==> src/rtl/cfgport_pkg.sv <==
// Package: constants shared by the configuration port controller.
// Assumes byte-wide host data and 8-bit register indices.
package cfgport_pkg;

    localparam logic [7:0] KEY_B0 = 8'h87;
    localparam logic [7:0] KEY_B1 = 8'h01;
    localparam logic [7:0] KEY_B2 = 8'h55;
    localparam logic [7:0] KEY_B3 = 8'h55;

    localparam logic [7:0] IDX_EXIT   = 8'h02;
    localparam logic [7:0] VAL_EXIT   = 8'h02;
    localparam logic [7:0] IDX_LDN    = 8'h07;
    localparam logic [7:0] IDX_ID_HI  = 8'h20;
    localparam logic [7:0] IDX_ID_LO  = 8'h21;
    localparam logic [7:0] IDX_REV    = 8'h22;
    localparam logic [7:0] IDX_ACT    = 8'h30;
    localparam logic [7:0] IDX_BASE_H = 8'h60;
    localparam logic [7:0] IDX_BASE_L = 8'h61;

    // Key byte expected at a given matcher step.
    function automatic logic [7:0] key_byte(input logic [1:0] step);
        case (step)
            2'd0:    key_byte = KEY_B0;
            2'd1:    key_byte = KEY_B1;
            2'd2:    key_byte = KEY_B2;
            default: key_byte = KEY_B3;
        endcase
    endfunction

endpackage

==> src/rtl/cfgport_unlock.sv <==
// Unlock matcher: watches index-port writes for the four-byte key and
// opens configuration mode; closes it again on the exit write.
// Assumes idx_wr/data_wr are single-cycle strobes already address-decoded.
module cfgport_unlock
    import cfgport_pkg::*;
(
    input  logic       clk,
    input  logic       rst_n,
    input  logic       idx_wr,
    input  logic       data_wr,
    input  logic [7:0] wdata,
    input  logic [7:0] index_q,
    output logic       unlocked
);

    logic [1:0] step_q;

    // Advance, restart or clear the key matcher; handle the exit write.
    always_ff @(posedge clk) begin
        if (!rst_n) begin
            step_q   <= 2'd0;
            unlocked <= 1'b0;
        end else if (!unlocked) begin
            if (idx_wr) begin
                if (wdata == key_byte(step_q)) begin
                    if (step_q == 2'd3) begin
                        unlocked <= 1'b1;
                        step_q   <= 2'd0;
                    end else begin
                        step_q <= step_q + 2'd1;
                    end
                end else if (wdata == KEY_B0) begin
                    step_q <= 2'd1;
                end else begin
                    step_q <= 2'd0;
                end
            end
        end else if (data_wr && index_q == IDX_EXIT && wdata == VAL_EXIT) begin
            unlocked <= 1'b0;
        end
    end

    // opening only ever follows an index write of the last key byte.
    assert_open_on_key_R2: assert property (@(posedge clk) disable iff (!rst_n)
        $rose(unlocked) |-> $past(idx_wr && wdata == KEY_B3));

    // the exit write closes configuration mode on the next edge.
    assert_exit_closes_R5: assert property (@(posedge clk) disable iff (!rst_n)
        (unlocked && data_wr && index_q == IDX_EXIT && wdata == VAL_EXIT) |=> !unlocked);

    // data-port traffic never opens the block.
    assert_data_no_open_R3: assert property (@(posedge clk) disable iff (!rst_n)
        (!unlocked && !idx_wr) |=> !unlocked);

endmodule

==> src/rtl/cfgport_bank.sv <==
// Bank register file: LDN register plus per-device activate and base
// registers, one set per logical device, selected by the LDN.
// Assumes wr_en is already qualified by configuration mode.
module cfgport_bank
    import cfgport_pkg::*;
#(
    parameter int NUM_DEV = 4
) (
    input  logic                    clk,
    input  logic                    rst_n,
    input  logic                    wr_en,
    input  logic [7:0]              idx,
    input  logic [7:0]              wdata,
    output logic [7:0]              ldn_q,
    output logic [7:0]              rd_byte,
    output logic [NUM_DEV-1:0]      dev_active,
    output logic [16*NUM_DEV-1:0]   dev_base
);

    localparam int SEL_W = (NUM_DEV > 1) ? $clog2(NUM_DEV) : 1;

    logic [15:0]      base_q [NUM_DEV];
    logic             ldn_ok;
    logic [SEL_W-1:0] sel;

    assign ldn_ok = ({24'd0, ldn_q} < NUM_DEV);
    assign sel    = ldn_q[SEL_W-1:0];

    // LDN register write.
    always_ff @(posedge clk) begin
        if (!rst_n)
            ldn_q <= 8'h00;
        else if (wr_en && idx == IDX_LDN)
            ldn_q <= wdata;
    end

    for (genvar d = 0; d < NUM_DEV; d++) begin : g_dev
        // Per-device activate and base register writes.
        always_ff @(posedge clk) begin
            if (!rst_n) begin
                dev_active[d] <= 1'b0;
                base_q[d]     <= 16'h0000;
            end else if (wr_en && ldn_q == 8'(d)) begin
                case (idx)
                    IDX_ACT:    dev_active[d]   <= wdata[0];
                    IDX_BASE_H: base_q[d][15:8] <= wdata;
                    IDX_BASE_L: base_q[d][7:0]  <= wdata;
                    default: ;
                endcase
            end
        end
        assign dev_base[16*d +: 16] = base_q[d];
    end

    // Read byte for the bank-owned indices; zero elsewhere.
    always_comb begin
        rd_byte = 8'h00;
        case (idx)
            IDX_LDN:    rd_byte = ldn_q;
            IDX_ACT:    if (ldn_ok) rd_byte = {7'd0, dev_active[sel]};
            IDX_BASE_H: if (ldn_ok) rd_byte = base_q[sel][15:8];
            IDX_BASE_L: if (ldn_ok) rd_byte = base_q[sel][7:0];
            default:    rd_byte = 8'h00;
        endcase
    end

    // writes with an out-of-range LDN leave every device unchanged.
    assert_bad_ldn_ignored_R10: assert property (@(posedge clk) disable iff (!rst_n)
        (!ldn_ok) |=> ($stable(dev_active) && $stable(dev_base)));

    // no write strobe, no activate change.
    assert_act_hold_R8: assert property (@(posedge clk) disable iff (!rst_n)
        !wr_en |=> $stable(dev_active));

endmodule

==> src/rtl/cfgport_ctrl.sv <==
// Top: decodes the index and data ports, holds the index register, and
// muxes read data from the identity constants and the bank file.
// Assumes one strobe per access and a single-cycle host bus.
module cfgport_ctrl
    import cfgport_pkg::*;
#(
    parameter int          NUM_DEV    = 4,
    parameter logic [15:0] INDEX_PORT = 16'h002E,
    parameter logic [15:0] DATA_PORT  = 16'h002F,
    parameter logic [15:0] CHIP_ID    = 16'h5A3C,
    parameter logic [3:0]  CHIP_REV   = 4'h6
) (
    input  logic                  clk,
    input  logic                  rst_n,
    input  logic [15:0]           io_addr,
    input  logic [7:0]            io_wdata,
    input  logic                  io_wr,
    input  logic                  io_rd,
    output logic [7:0]            io_rdata,
    output logic                  cfg_unlocked,
    output logic [NUM_DEV-1:0]    dev_active,
    output logic [16*NUM_DEV-1:0] dev_base
);

    logic       idx_hit, data_hit, idx_wr, data_wr;
    logic [7:0] index_q, bank_byte, ldn_q, cfg_byte;

    assign idx_hit  = (io_addr == INDEX_PORT);
    assign data_hit = (io_addr == DATA_PORT);
    assign idx_wr   = io_wr && idx_hit;
    assign data_wr  = io_wr && data_hit;

    cfgport_unlock u_unlock (
        .clk      (clk),
        .rst_n    (rst_n),
        .idx_wr   (idx_wr),
        .data_wr  (data_wr),
        .wdata    (io_wdata),
        .index_q  (index_q),
        .unlocked (cfg_unlocked)
    );

    cfgport_bank #(.NUM_DEV(NUM_DEV)) u_bank (
        .clk        (clk),
        .rst_n      (rst_n),
        .wr_en      (data_wr && cfg_unlocked),
        .idx        (index_q),
        .wdata      (io_wdata),
        .ldn_q      (ldn_q),
        .rd_byte    (bank_byte),
        .dev_active (dev_active),
        .dev_base   (dev_base)
    );

    // Index register: loaded only in configuration mode.
    always_ff @(posedge clk) begin
        if (!rst_n)
            index_q <= 8'h00;
        else if (idx_wr && cfg_unlocked)
            index_q <= io_wdata;
    end

    // Configuration read byte for the selected index.
    always_comb begin
        case (index_q)
            IDX_ID_HI: cfg_byte = CHIP_ID[15:8];
            IDX_ID_LO: cfg_byte = CHIP_ID[7:0];
            IDX_REV:   cfg_byte = {4'h0, CHIP_REV};
            default:   cfg_byte = bank_byte;
        endcase
    end

    // Registered read data for the strobed address.
    always_ff @(posedge clk) begin
        if (!rst_n)
            io_rdata <= 8'hFF;
        else if (io_rd) begin
            if (idx_hit && cfg_unlocked)
                io_rdata <= index_q;
            else if (data_hit && cfg_unlocked)
                io_rdata <= cfg_byte;
            else
                io_rdata <= 8'hFF;
        end
    end

    // locked data-port reads return the idle pattern.
    assert_locked_read_ff_R4: assert property (@(posedge clk) disable iff (!rst_n)
        (io_rd && data_hit && !cfg_unlocked) |=> io_rdata == 8'hFF);

    // locked data-port writes do not reach the LDN register.
    assert_locked_write_ignored_R4: assert property (@(posedge clk) disable iff (!rst_n)
        (data_wr && !cfg_unlocked) |=> $stable(ldn_q));

    // the chip ID high byte is returned on the next edge.
    assert_id_read_R6: assert property (@(posedge clk) disable iff (!rst_n)
        (io_rd && data_hit && cfg_unlocked && index_q == IDX_ID_HI) |=> io_rdata == CHIP_ID[15:8]);

endmodule

==> config.mk <==
export PLATFORM = sky130hd
export DESIGN_NAME = cfgport_ctrl
export DESIGN_NICKNAME = d
export VERILOG_FILES = /design/src/rtl/cfgport_pkg.sv /design/src/rtl/cfgport_unlock.sv /design/src/rtl/cfgport_bank.sv /design/src/rtl/cfgport_ctrl.sv
export SDC_FILE = /design/constraint.sdc
export NUM_CORES = 1
export LEC_CHECK = 0
export ABC_AREA = 1
export BUFFER_PORTS_ARGS = -buffer_cell sky130_fd_sc_hd__buf_2
export CAP_MARGIN = 25
export CELL_PAD_IN_SITES_DETAIL_PLACEMENT = 0
export CELL_PAD_IN_SITES_GLOBAL_PLACEMENT = 1
export CORE_MARGIN = 2
export CORE_UTILIZATION = 41
export DETAILED_ROUTE_END_ITERATION = 8
export PLACE_DENSITY_LB_ADDON = 0.15
export SLEW_MARGIN = 20
export SYNTH_ARGS = -nofsm -noshare
export SYNTH_HDL_FRONTEND = slang
export SYNTH_HIERARCHICAL = 1
export SYNTH_SLANG_ARGS = --single-unit
==> constraint.sdc <==
create_clock -name clk -period 2.6 [get_ports clk]
set_input_delay 0 -clock clk [delete_from_list [all_inputs] [get_ports clk]]
set_output_delay 0 -clock clk [all_outputs]
set_load 0.02 [all_outputs]
==> impl_metrics.env <==
export IMPL_whs_path_depth=3
export IMPL_routed_via_density=4.99
export IMPL_regArea_mm2=0.00258
export IMPL_p_per_area_mw_per_mm2=500
export IMPL_ys_ff_latch=97
export IMPL_cts_setup_buffers=0
export IMPL_ir_drop_mv=0.234
export IMPL_power_leakage_nw=2.94
export IMPL_synthTopCellsByArea="edfxtp_1 (35%), nor2_1 (12%), dfxtp_1 (12%)"
export IMPL_cts_max_path_buffers=2
export IMPL_wl_per_cell_um=15.7
export IMPL_status="finished clean"
export IMPL_hold_class="input port to flop"
export IMPL_cp_end_kind="flop"
export IMPL_clk_latency_ns=0.35
export IMPL_critPathArrivalTime_ns=2.00
export IMPL_cts_tree="built"
export IMPL_syn_inst=704
export IMPL_cts_max_level=3
export IMPL_tns_ns=0
export IMPL_firstDrtPassIters=5
export IMPL_grtUsageMet1=0.286
export IMPL_core_rowCount=42
export IMPL_worstSetupPathType="flop to flop"
export IMPL_layout_drive_gt1_share=0.218
export IMPL_nets=845
export IMPL_max_freq_ghz=0.504
export IMPL_grt_overflow=0
export IMPL_tightestPinTransition_ns=0.588
export IMPL_drc=0
export IMPL_postSynthAreaPerCell_um2=7.85
export IMPL_initial_utilization=0.419
export IMPL_max_slew_margin_rel=0.607
export IMPL_grt_pass1_wl_mm=24.6
export IMPL_cts_buffers_inserted=9
export IMPL_final_cell_mix="nor2_1 (183), nand2_1 (138), buf_2 (104), inv_1 (71), edfxtp_1 (64)"
export IMPL_vias=4955
export IMPL_root_buffer="clkbuf_16"
export IMPL_syn_num_nets=737
export IMPL_fill_cells=1340
export IMPL_max_cap_viol_count=0
export IMPL_grt_use_met3=0.0323
export IMPL_slew_viol_final=0
export IMPL_yosys_warnings=6
export IMPL_total_power_w=0.00327
export IMPL_netlist_area_mm2=0.00553
export IMPL_seq_area_frac_synth=0.467
export IMPL_cts_sinks=97
export IMPL_finClkSkew_ns=0.00892
export IMPL_gp_congestion=0.865
export IMPL_antenna_found_initial=0
export IMPL_dieWidth_um=120
export IMPL_ant_nets=0
export IMPL_drtIter0Drc=382
export IMPL_pin_count=105
export IMPL_final_common_cell="nor2_1"
export IMPL_netlist_area_leader_share=0.348
export IMPL_yosys_area_top_type="edfxtp_1"
export IMPL_area_growth_pct=18.4
export IMPL_die_h_um=120
export IMPL_n_antenna_cell=0
export IMPL_critical_path_required_ns=2.62
export IMPL_rsz0062_at_grt="no"
export IMPL_core_area_mm2=0.0132
export IMPL_synth_cell_types=33
export IMPL_track_usage=0.224
export IMPL_hold_viol=0
export IMPL_worst_path_max_fanout=18
export IMPL_grt_busiest_layer="met2"
export IMPL_whs_ns=0.00972
export IMPL_grt_pass1_vias=4649
export IMPL_timing_final_crit_share=0.763
export IMPL_setup_ws_ns=0.615
export IMPL_grt_max_degree=33
export IMPL_place_ws_ns=0.476
export IMPL_dp_hpwl_mm=11.6
export IMPL_portBuffers=104
export IMPL_met2_usage=0.387
export IMPL_clk_pin_slew_ns=0.06
export IMPL_finalSetupViolations=0
export IMPL_min_period_ns=1.98
export IMPL_multi_input_area_mm2=0.00255
export IMPL_r2r_cells=7
export IMPL_cts_hold_buf=5
export IMPL_post_cts_resized=0
export IMPL_die_area_mm2=0.0144
export IMPL_worst_setup_path_start_kind="flop"
export IMPL_drt_total_wl_mm=15.6
[per-stage QoR]
step	cell area, um^2	std cells	utilization
finish	6550	993	0.496
floorplan	5530	704	-
detailed placement	6220	972	0.472
CTS	6550	993	0.496
global route	6550	993	0.496
global placement	6220	972	0.472
[report_power, final]
group / total (W) / switching, W / internal (W)
clock network: 0.00122 / 0.000574 / 0.000646
logic: 0.000323 / 0.000234 / 0.0000887
registers: 0.00173 / 0.0000313 / 0.00170
total: 0.00327 / 0.000839 / 0.00243
[path summary, 6_finish.rpt]
kind	startpoint	end	slack [ns]
worst max-delay path	u_bank/ldn_q[6]	u_bank/base_q[0][0]	0.62
worst min-delay path	io_wdata[6]	index_q[6]	0.01
worst max register to register	u_bank/ldn_q[6]	u_bank/base_q[0][0]	0.62
worst min register to register	io_rdata[2]	io_rdata[2]	0.47
[worst max-delay path: stages, from the launching register on]
cell and delay [ns]:
dfxtp_1 0.33, nor2_2 0.17, nand2_4 0.11, nor2_8 0.23, nand2_4 0.14, nor3_1 0.29, nand2_1 0.10, nand2_1 0.29
[area by class of cell]
class	instances	area share
well taps	176	0.0336
clock buffers	9	0.0344
multi-input cells	509	0.389
inverters	78	0.0447
clock inverters	7	0.00707
repair buffers	117	0.0963
flip-flops and latches	97	0.395
[state kept, by name, summed over array words and instances, names as in the netlist, named ones only]
| name | count |
|---|---|
| u_unlock/step_q | 2 |
| u_bank/base_q | 64 |
| u_bank/dev_active | 4 |
| u_bank/ldn_q | 8 |
| io_rdata | 8 |
| index_q | 8 |
| u_unlock/unlocked | 1 |
[synth_stat cells]
master,instances
nor2_1,183
nand2_1,138
inv_1,71
edfxtp_1,64
nand3_1,52
o21ai_0,36
dfxtp_1,33
a21oi_1,22
nand4_1,18
clkbuf_1,11
nor2_2,10
nor2_4,9
nand3_4,8
ha_1,5
inv_2,5
nand2_2,5
nor2_8,5
buf_2,4
nand2_4,4
nor3_1,3
buf_4,2
buf_6,2
clkinv_1,2
nand4_4,2
o21ai_1,2
and3_1,1
clkbuf_2,1
nand3_2,1
nand3b_1,1
nand4_2,1
nor3_2,1
nor3_4,1
or2_1,1
[cells by family after synthesis]
| kind of cell | count (synthesis) | share of synthesized area |
|---|---|---|
| simple gates | 444 | 0.395 |
| buf+inv | 98 | 0.0718 |
| flops | 97 | 0.467 |
| compound gates | 60 | 0.0543 |
| fa+ha+maj | 5 | 0.0113 |
[layer usage]
layer / vias to the layer above / wire length [um]
met4: 0 / 327
met5: - / 0
li1: 2488 / -
met1: 2301 / 6880
met3: 19 / 754
met2: 147 / 7680
(Power assumes the default switching activity.)
